===== src/rtl/toggle_poll_pkg.sv =====
package toggle_poll_pkg;

  typedef enum logic [1:0] {
    RES_NONE    = 2'b00,
    RES_OK      = 2'b01,
    RES_DEVERR  = 2'b10,
    RES_TIMEOUT = 2'b11
  } pollRes_e;

  typedef enum logic [2:0] {
    ST_IDLE,
    ST_RD_A,
    ST_RD_B,
    ST_CHK_A,
    ST_CHK_B,
    ST_RST_WR
  } pollSt_e;

  // strobes from control to datapath
  typedef struct packed {
    logic     capFirst;
    logic     clrCnt;
    logic     incCnt;
    logic     clrOk;
    logic     finish;
    pollRes_e code;
  } dpCtl_t;

  localparam logic [7:0] RESET_CMD = 8'hF0;

endpackage


===== src/rtl/toggle_poll_dp.sv =====
module toggle_poll_dp
  import toggle_poll_pkg::*;
#(
  parameter int DW         = 8,
  parameter int TOGGLE_BIT = 6,
  parameter int FAIL_BIT   = 5,
  parameter int POLL_LIMIT = 16
) (
  input  logic          clk,
  input  logic          rstN,
  input  dpCtl_t        ctl,
  input  logic [DW-1:0] rdData,
  output logic          toggled,
  output logic          failBitHi,
  output logic          limitHit,
  output logic          done,
  output pollRes_e      result,
  output logic          arrayReadOk
);

  localparam int CNT_W = (POLL_LIMIT > 2) ? $clog2(POLL_LIMIT) : 1;

  logic firstBit;

  always_ff @(posedge clk) begin
    if (!rstN) firstBit <= 1'b0;
    else if (ctl.capFirst) firstBit <= rdData[TOGGLE_BIT];
  end

  assign toggled   = rdData[TOGGLE_BIT] != firstBit;
  assign failBitHi = rdData[FAIL_BIT];

  generate
    if (POLL_LIMIT > 0) begin : g_lim
      logic [CNT_W-1:0] pollCnt;
      always_ff @(posedge clk) begin
        if (!rstN || ctl.clrCnt) pollCnt <= '0;
        else if (ctl.incCnt)     pollCnt <= pollCnt + 1'b1;
      end
      assign limitHit = (pollCnt == CNT_W'(POLL_LIMIT - 1));
    end else begin : g_nolim
      assign limitHit = 1'b0;
    end
  endgenerate

  always_ff @(posedge clk) begin
    if (!rstN) begin
      done        <= 1'b0;
      result      <= RES_NONE;
      arrayReadOk <= 1'b0;
    end else begin
      done <= ctl.finish;
      if (ctl.finish) begin
        result      <= ctl.code;
        arrayReadOk <= (ctl.code == RES_OK);
      end else if (ctl.clrOk) begin
        arrayReadOk <= 1'b0;
      end
    end
  end


  done_single_chk: assert property (@(posedge clk) disable iff (!rstN) done |=> !done);

  done_code_chk: assert property (@(posedge clk) disable iff (!rstN) done |-> result != RES_NONE);

  ok_flag_chk: assert property (@(posedge clk) disable iff (!rstN) arrayReadOk |-> result == RES_OK);

endmodule


===== src/rtl/toggle_poll_fsm.sv =====
module toggle_poll_fsm
  import toggle_poll_pkg::*;
(
  input  logic   clk,
  input  logic   rstN,
  input  logic   start,
  input  logic   abort,
  input  logic   rdAck,
  input  logic   wrAck,
  input  logic   toggled,
  input  logic   failBitHi,
  input  logic   limitHit,
  output dpCtl_t ctl,
  output logic   rdReq,
  output logic   wrReq,
  output logic   busy
);

  pollSt_e state, nextState;

  always_ff @(posedge clk) begin
    if (!rstN) state <= ST_IDLE;
    else       state <= nextState;
  end

  always_comb begin
    ctl       = '0;
    nextState = state;
    unique case (state)
      ST_IDLE: if (start) begin
        ctl.clrCnt = 1'b1;
        ctl.clrOk  = 1'b1;
        nextState  = ST_RD_A;
      end
      ST_RD_A: if (rdAck) begin
        ctl.capFirst = 1'b1;
        nextState    = ST_RD_B;
      end
      ST_RD_B: if (rdAck) begin
        if (!toggled) begin
          ctl.finish = 1'b1;
          ctl.code   = RES_OK;
          nextState  = ST_IDLE;
        end else if (failBitHi) begin
          nextState = ST_CHK_A;
        end else if (limitHit) begin
          ctl.finish = 1'b1;
          ctl.code   = RES_TIMEOUT;
          nextState  = ST_IDLE;
        end else begin
          ctl.incCnt = 1'b1;
          nextState  = ST_RD_A;
        end
      end
      ST_CHK_A: if (rdAck) begin
        ctl.capFirst = 1'b1;
        nextState    = ST_CHK_B;
      end
      ST_CHK_B: if (rdAck) begin
        if (!toggled) begin
          ctl.finish = 1'b1;
          ctl.code   = RES_OK;
          nextState  = ST_IDLE;
        end else begin
          nextState = ST_RST_WR;
        end
      end
      ST_RST_WR: if (wrAck) begin
        ctl.finish = 1'b1;
        ctl.code   = RES_DEVERR;
        nextState  = ST_IDLE;
      end
      default: nextState = ST_IDLE;
    endcase
    if (abort) begin
      ctl       = '0;
      nextState = ST_IDLE;
    end
  end

  assign rdReq = (state == ST_RD_A) || (state == ST_RD_B) ||
                 (state == ST_CHK_A) || (state == ST_CHK_B);
  assign wrReq = (state == ST_RST_WR);
  assign busy  = (state != ST_IDLE);


  abort_idle_chk: assert property (@(posedge clk) disable iff (!rstN) abort |=> !busy);

  launch_read_chk: assert property (@(posedge clk) disable iff (!rstN) $rose(busy) |-> rdReq);

  write_after_chk_chk: assert property (@(posedge clk) disable iff (!rstN)
    $rose(wrReq) |-> $past(state == ST_CHK_B));

endmodule


===== src/rtl/toggle_poll_ctrl.sv =====
module toggle_poll_ctrl
  import toggle_poll_pkg::*;
#(
  parameter int DW         = 8,
  parameter int TOGGLE_BIT = 6,
  parameter int FAIL_BIT   = 5,
  parameter int POLL_LIMIT = 16
) (
  input  logic          clk,
  input  logic          rstN,
  input  logic          start,
  input  logic          abort,
  output logic          rdReq,
  input  logic          rdAck,
  input  logic [DW-1:0] rdData,
  output logic          wrReq,
  input  logic          wrAck,
  output logic [DW-1:0] wrData,
  output logic          busy,
  output logic          done,
  output logic [1:0]    result,
  output logic          arrayReadOk
);

  dpCtl_t   ctl;
  logic     toggled, failBitHi, limitHit;
  pollRes_e resCode;

  toggle_poll_fsm u_fsm (
    .clk(clk), .rstN(rstN), .start(start), .abort(abort),
    .rdAck(rdAck), .wrAck(wrAck), .toggled(toggled),
    .failBitHi(failBitHi), .limitHit(limitHit), .ctl(ctl),
    .rdReq(rdReq), .wrReq(wrReq), .busy(busy)
  );

  toggle_poll_dp #(
    .DW(DW), .TOGGLE_BIT(TOGGLE_BIT), .FAIL_BIT(FAIL_BIT), .POLL_LIMIT(POLL_LIMIT)
  ) u_dp (
    .clk(clk), .rstN(rstN), .ctl(ctl), .rdData(rdData),
    .toggled(toggled), .failBitHi(failBitHi), .limitHit(limitHit),
    .done(done), .result(resCode), .arrayReadOk(arrayReadOk)
  );

  assign result = resCode;
  assign wrData = DW'(RESET_CMD);


  req_excl_chk: assert property (@(posedge clk) disable iff (!rstN) !(rdReq && wrReq));

  abort_nodone_chk: assert property (@(posedge clk) disable iff (!rstN) abort |=> !done);

  deverr_after_write_chk: assert property (@(posedge clk) disable iff (!rstN)
    (done && result == 2'b10) |-> $past(wrReq && wrAck));

endmodule


===== config.mk =====
export PLATFORM = sky130hd
export DESIGN_NAME = toggle_poll_ctrl
export DESIGN_NICKNAME = d
export VERILOG_FILES = /design/src/rtl/toggle_poll_pkg.sv /design/src/rtl/toggle_poll_dp.sv /design/src/rtl/toggle_poll_fsm.sv /design/src/rtl/toggle_poll_ctrl.sv
export SDC_FILE = /design/constraint.sdc
export NUM_CORES = 1
export LEC_CHECK = 0
export ABC_AREA = 1
export BUFFER_PORTS_ARGS = -buffer_cell sky130_fd_sc_hd__buf_2
export CAP_MARGIN = 20
export CORE_MARGIN = 5
export CORE_UTILIZATION = 50
export CTS_CLUSTER_SIZE = 28
export DETAILED_ROUTE_END_ITERATION = 7
export PLACE_DENSITY_LB_ADDON = 0.3
export SETUP_SLACK_MARGIN = 0.2
export SLEW_MARGIN = 20
export SYNTH_ARGS = -nofsm -noshare
export SYNTH_HDL_FRONTEND = slang
export SYNTH_SLANG_ARGS = --single-unit

===== constraint.sdc =====
create_clock -name clk -period 2 [get_ports clk]
set_input_delay 0.4 -clock clk [delete_from_list [all_inputs] [get_ports clk]]
set_output_delay 0.4 -clock clk [all_outputs]
set_load 0.02 [all_outputs]

======== Word-level counts from Yosys, hierarchy flattened ========
Cells that the tools add are included.
storage, ports and cells
  flip-flop bits (word level) ............. 12
  output and inout port bits .............. 15
operators by class
  add/sub/neg operators ................... 1
  equality and inequality tests ........... 14
  multiplexer cells ....................... 31
  bitwise operators ....................... 1
  reduce and logical (&&, ||, !) cells .... 11
operator list
  operator             number
  $mux 3               16
  $pmux 3 s6           1
  $mux 1               12
  $ne 2x2->1 const B   5
  $pmux 3 s3           1
  $mux 7               1
  $eq 3x2->1 const B   2
  $eq 3x3->1 const B   2
  $reduce_and 6->1     1
  $add 4x1->4 const B  1
  $eq 4x4->1 const B   1
  $logic_or 1x1->1     4
  $reduce_or 2->1      2
  $eq 3x1->1 const B   1
  $logic_not 3->1      1
  $reduce_bool 3->1    1
  $eq 2x1->1 const B   1
  $ne 2x1->1 const B   1
  $reduce_bool 2->1    1
  $logic_not 1->1      1
  $ne 1x1->1           1
  $not 1->1            1

======== Longest topological paths before layout ========
  word-level depth ........................ 9
  mapped depth ............................ 9

======== Cells and area by module ========
From an unflattened synthesis, not the netlist that was laid out.
unflattened totals
  cells, all modules ...................... 126
  area, all modules ....................... 815.8 um^2
modules (own cells, without submodules)
  module            times used  cells an instance  area an instance (um^2)
  toggle_poll_fsm   1           70                 379.1
  toggle_poll_dp    1           46                 369.1
  toggle_poll_ctrl  1           10                 67.6

======== Least setup slack after synthesis ========
Ideal clock, no wire load.
  path kind ............................... register to register
  start point ............................. reg u_fsm.state[1]
  end point ............................... reg u_fsm.state[2]
  arrival time ............................ 1.146 ns
  required time ........................... 1.880 ns
  path slack .............................. 0.735 ns
  stages on the path, launching flop included .. 8
  path buffers ............................ 0
  clock period less this slack ............ 1.265 ns
  path through ............................ dfxtp_1 -> inv_2 -> nand3_2 -> nand3_1 -> nand2_1 -> nand2_1 -> o21ai_1 -> a21oi_1
between the ends
  longest elaborated chain between the ends .. 3
ends and longest elaborated chain
  what                                                line                   source
  from (decl)                                         toggle_poll_fsm.sv:19  pollSt_e state, nextState;
  from (signal assigned)                              toggle_poll_fsm.sv:23  else state <= nextState;
  $eq 3x3->1, or another cell as far along            toggle_poll_fsm.sv:29  unique case (state)
  $ne 2x1->1 (no line) or $ne 2x2->1 (tied branches)  n/a
  $reduce_and 6->1 (no line)                          n/a
Several ways; a longest one is shown, not always the timed one.
A chain may end at the register's enable or synchronous reset.

======== Worst setup path in the final report ========
  start point ............................. reg u_fsm.state[2]
  end point ............................... out rdReq
between the ends
  longest elaborated chain between the ends .. 4
ends and longest elaborated chain
  what                                      line                    source
  $eq 3x1->1 or $eq 3x2->1 (tied branches)  toggle_poll_fsm.sv:81   assign rdReq = (state == ST_RD_A) || (state == ST_RD_B) ||
  $logic_or 1x1->1 (2 in series)            toggle_poll_fsm.sv:81
  $logic_or 1x1->1 *                        toggle_poll_fsm.sv:82   (state == ST_CHK_A) || (state == ST_CHK_B);
  to (decl)                                 toggle_poll_ctrl.sv:13  output logic rdReq,
Mark *: on every way between the ends. The rest lies on a longest branch, timed or not.

==> flow_summary.yaml <==
outcome:
  status: "finished clean"
critical_path:
  start_kind: "register"
  r2r_slack_ns: 0.68
  worstPathRequired_ns: 1.60
  rr_endpoint: "u_dp.arrayReadOk$_SDFFE_PN0P_"
  arrival_ns: 1.18
  path_class: "register to output port"
  rr_worst_depth: 7
  worstSetupEndpointType: "output port"
  crit_fanout: 5
  r2r_start: "u_dp.g_lim.pollCnt[0]$_SDFFE_PP0P_"
detailed_routing:
  antenna_left: 0
  routedWlPerCell_um: 9.88
  vias: 754
  wirelength_um: 1520
  drc: 0
  vias_per_cell: 4.90
  first_pass_iters: 4
  detail_route.iter0.violations: 23
run:
  cap_viol_max_count: 0
layout:
  design_area_um2: 878
  diodes: 0
  syn_to_final_growth_pct: 9.35
  nets: 155
  drive_gt1_share_pct: 20.3
hold_path:
  hold_depth: 3
  min_path_type: "primary input to register"
  holdPathEnd: "u_dp.firstBit$_SDFFE_PN0P_"
  hold_start: "rdData[6]"
logic_synthesis:
  synth-edff-count: 0
  synth_top_area_share_pct: 29.9
  ys_ff_latch: 12
  synthTopCellsByArea: "dfxtp_1, nand2_1, a21oi_1"
  ys_top_cells_by_count: "nand2_1, inv_1, a21oi_1"
  synth_ff_type: "dfxtp_1"
  yosysMostFrequentCell: "nand2_1"
  ys_seq_area_share_pct: 29.9
  avgSynthCellArea_um2: 6.53
  async_flop_share_pct: 0
  syn_inst: 123
  synth-warning-count: 0
  syn_area_um2: 803
  synth_top_area_cell: "dfxtp_1"
  synth_cell_types: 23
clock_network:
  cts.path.max_buffers: 2
  post_cts_resized: 0
  clkTransAtPathRegs_ns: 0.07
  root_buffer: "clkbuf_4"
  worstSkewPairLatency_ns: 0.26
  htree_levels: 1
  numCtsBuffers: 3
  clock_sinks: 12
  cts_setup_buffers: 0
  ctsHoldBuffers: 0
  cts_tree: "built"
power:
  powerDensity_nw_per_um2: 554
  ir_drop_v: 0.000372
  p_leak_uw: 0.000457
sta:
  max-slew-margin-rel_pct: 65.1
  worst-slew-pin-transition_ns: 0.519
  setup-tns-final_ns: 0
  layout_min_cycle_time_ns: 1.58
  skew_ns: 0.00262
  finalCritPeriodShare_pct: 79.2
  rsz0062_at_grt: "no"
  setup_viol: 0
  drv_slew: 0
  hold_viol: 0
  fmax_mhz: 631
global_route:
  antenna_found_initial: 0
  track_usage_pct: 13.4
  grt_pass1_wl_um: 2680
  grt_max_degree: 8
  overflow: 0
  grt_pass1_vias: 665
die:
  rows: 14
  die_area_um2: 2510
  die-width_um: 50.1
  core-area_um2: 1520
  dieHeight_um: 50.1
  start_util_pct: 52.7
  io-pin-count: 29
placement:
  portBuffers: 14
  placed_area_um2: 856
  dp_hpwl_um: 1250
  gp_congestion: 0.828
==> power breakdown <==
group / switching, µW / internal (µW)
registers: 6.67 / 243
clock network: 67.9 / 69.5
logic: 71.8 / 27.7
total: 146 / 340
==> cell type report <==
cell class | instances | area (µm²)
Multi-Input combinational cell | 89 | 450
Clock buffer | 3 | 22.5
Fill cell | 152 | 646
Sequential cell | 12 | 240
Tap cell | 16 | 20.0
Timing Repair Buffer | 14 | 70.1
Inverter | 20 | 75.1
==> logic make-up after synthesis <==
| logic type | Yosys count | synth area share [%] |
|---|---|---|
| AO/OA/AOI/OAI | 21 | 14.3 |
| AND/OR/NAND/NOR | 58 | 35.4 |
| buffers and inverters | 28 | 16.8 |
| flip-flops | 12 | 29.9 |
| other | 2 | 0.935 |
| XOR/XNOR | 1 | 1.09 |
| adder cells (fa/ha/maj) | 1 | 1.56 |
==> worst max-delay path by stage <==
stage / startpoint / cells after the start / slack (ns) / to
after floorplan: u_fsm.state[1]$_SDFFE_PP0P_ / 7 / 0.73 / u_fsm.state[2]$_SDFFE_PP0P_
after global placement: rdData[6] / 10 / 0.61 / u_dp.arrayReadOk$_SDFFE_PN0P_
after detailed placement: rdData[6] / 7 / 0.60 / u_dp.g_lim.pollCnt[0]$_SDFFE_PP0P_
after CTS: u_fsm.state[2]$_SDFFE_PP0P_ / 4 / 0.40 / rdReq
after global routing: u_fsm.state[2]$_SDFFE_PP0P_ / 4 / 0.32 / rdReq
final: u_fsm.state[2]$_SDFFE_PP0P_ / 4 / 0.42 / rdReq
==> worst max-delay path, stage by stage (launching register included) <==
cell and delay (ns):
dfxtp_1 0.43, inv_2 0.11, nand2_1 0.11, nand3_1 0.10, buf_2 0.17
==> cells in the final DEF, fill, tap and decap left out, drive strengths merged, types with 3 or more instances in the layout <==
cell	instances
buf	14
dfxtp	12
o21ai	5
clkbuf	3
a21oi	14
nor2	12
conb	8
nand3	13
nand2	30
inv	20
==> metrics by stage <==
stage | power [µW] | worst slack [ns] | util (%) | instances | hold slack (ns)
2_1_floorplan | 340 | 0.735 | - | 129 | 0.463
3_3_place_gp | 354 | 0.614 | 56.2 | 151 | 0.456
3_5_place_dp | 354 | 0.599 | 56.2 | 151 | 0.463
4_1_cts | 494 | 0.403 | 57.6 | 154 | 0.410
5_1_grt | 517 | 0.316 | 57.6 | 154 | 0.417
6_report | 487 | 0.416 | 57.6 | 154 | 0.415
==> routing by layer <==
layer | part of all wire [%] | vias to the layer above | GRT usage [%]
met5 | 0 | - | 0
met1 | 50 | 321 | 18.1
met4 | 0.66 | 0 | 3.93
met3 | 5.9 | 2 | 5.72
met2 | 43 | 20 | 19.0
li1 | - | 411 | -
==> state kept, by name (all words and copies together) (netlist names) <==
name and flops:
u_dp.result 2, u_dp.firstBit 1, u_dp.g_lim.pollCnt 4, u_dp.arrayReadOk 1
u_fsm.state 3, u_dp.done 1
(Power assumes the default switching activity.)
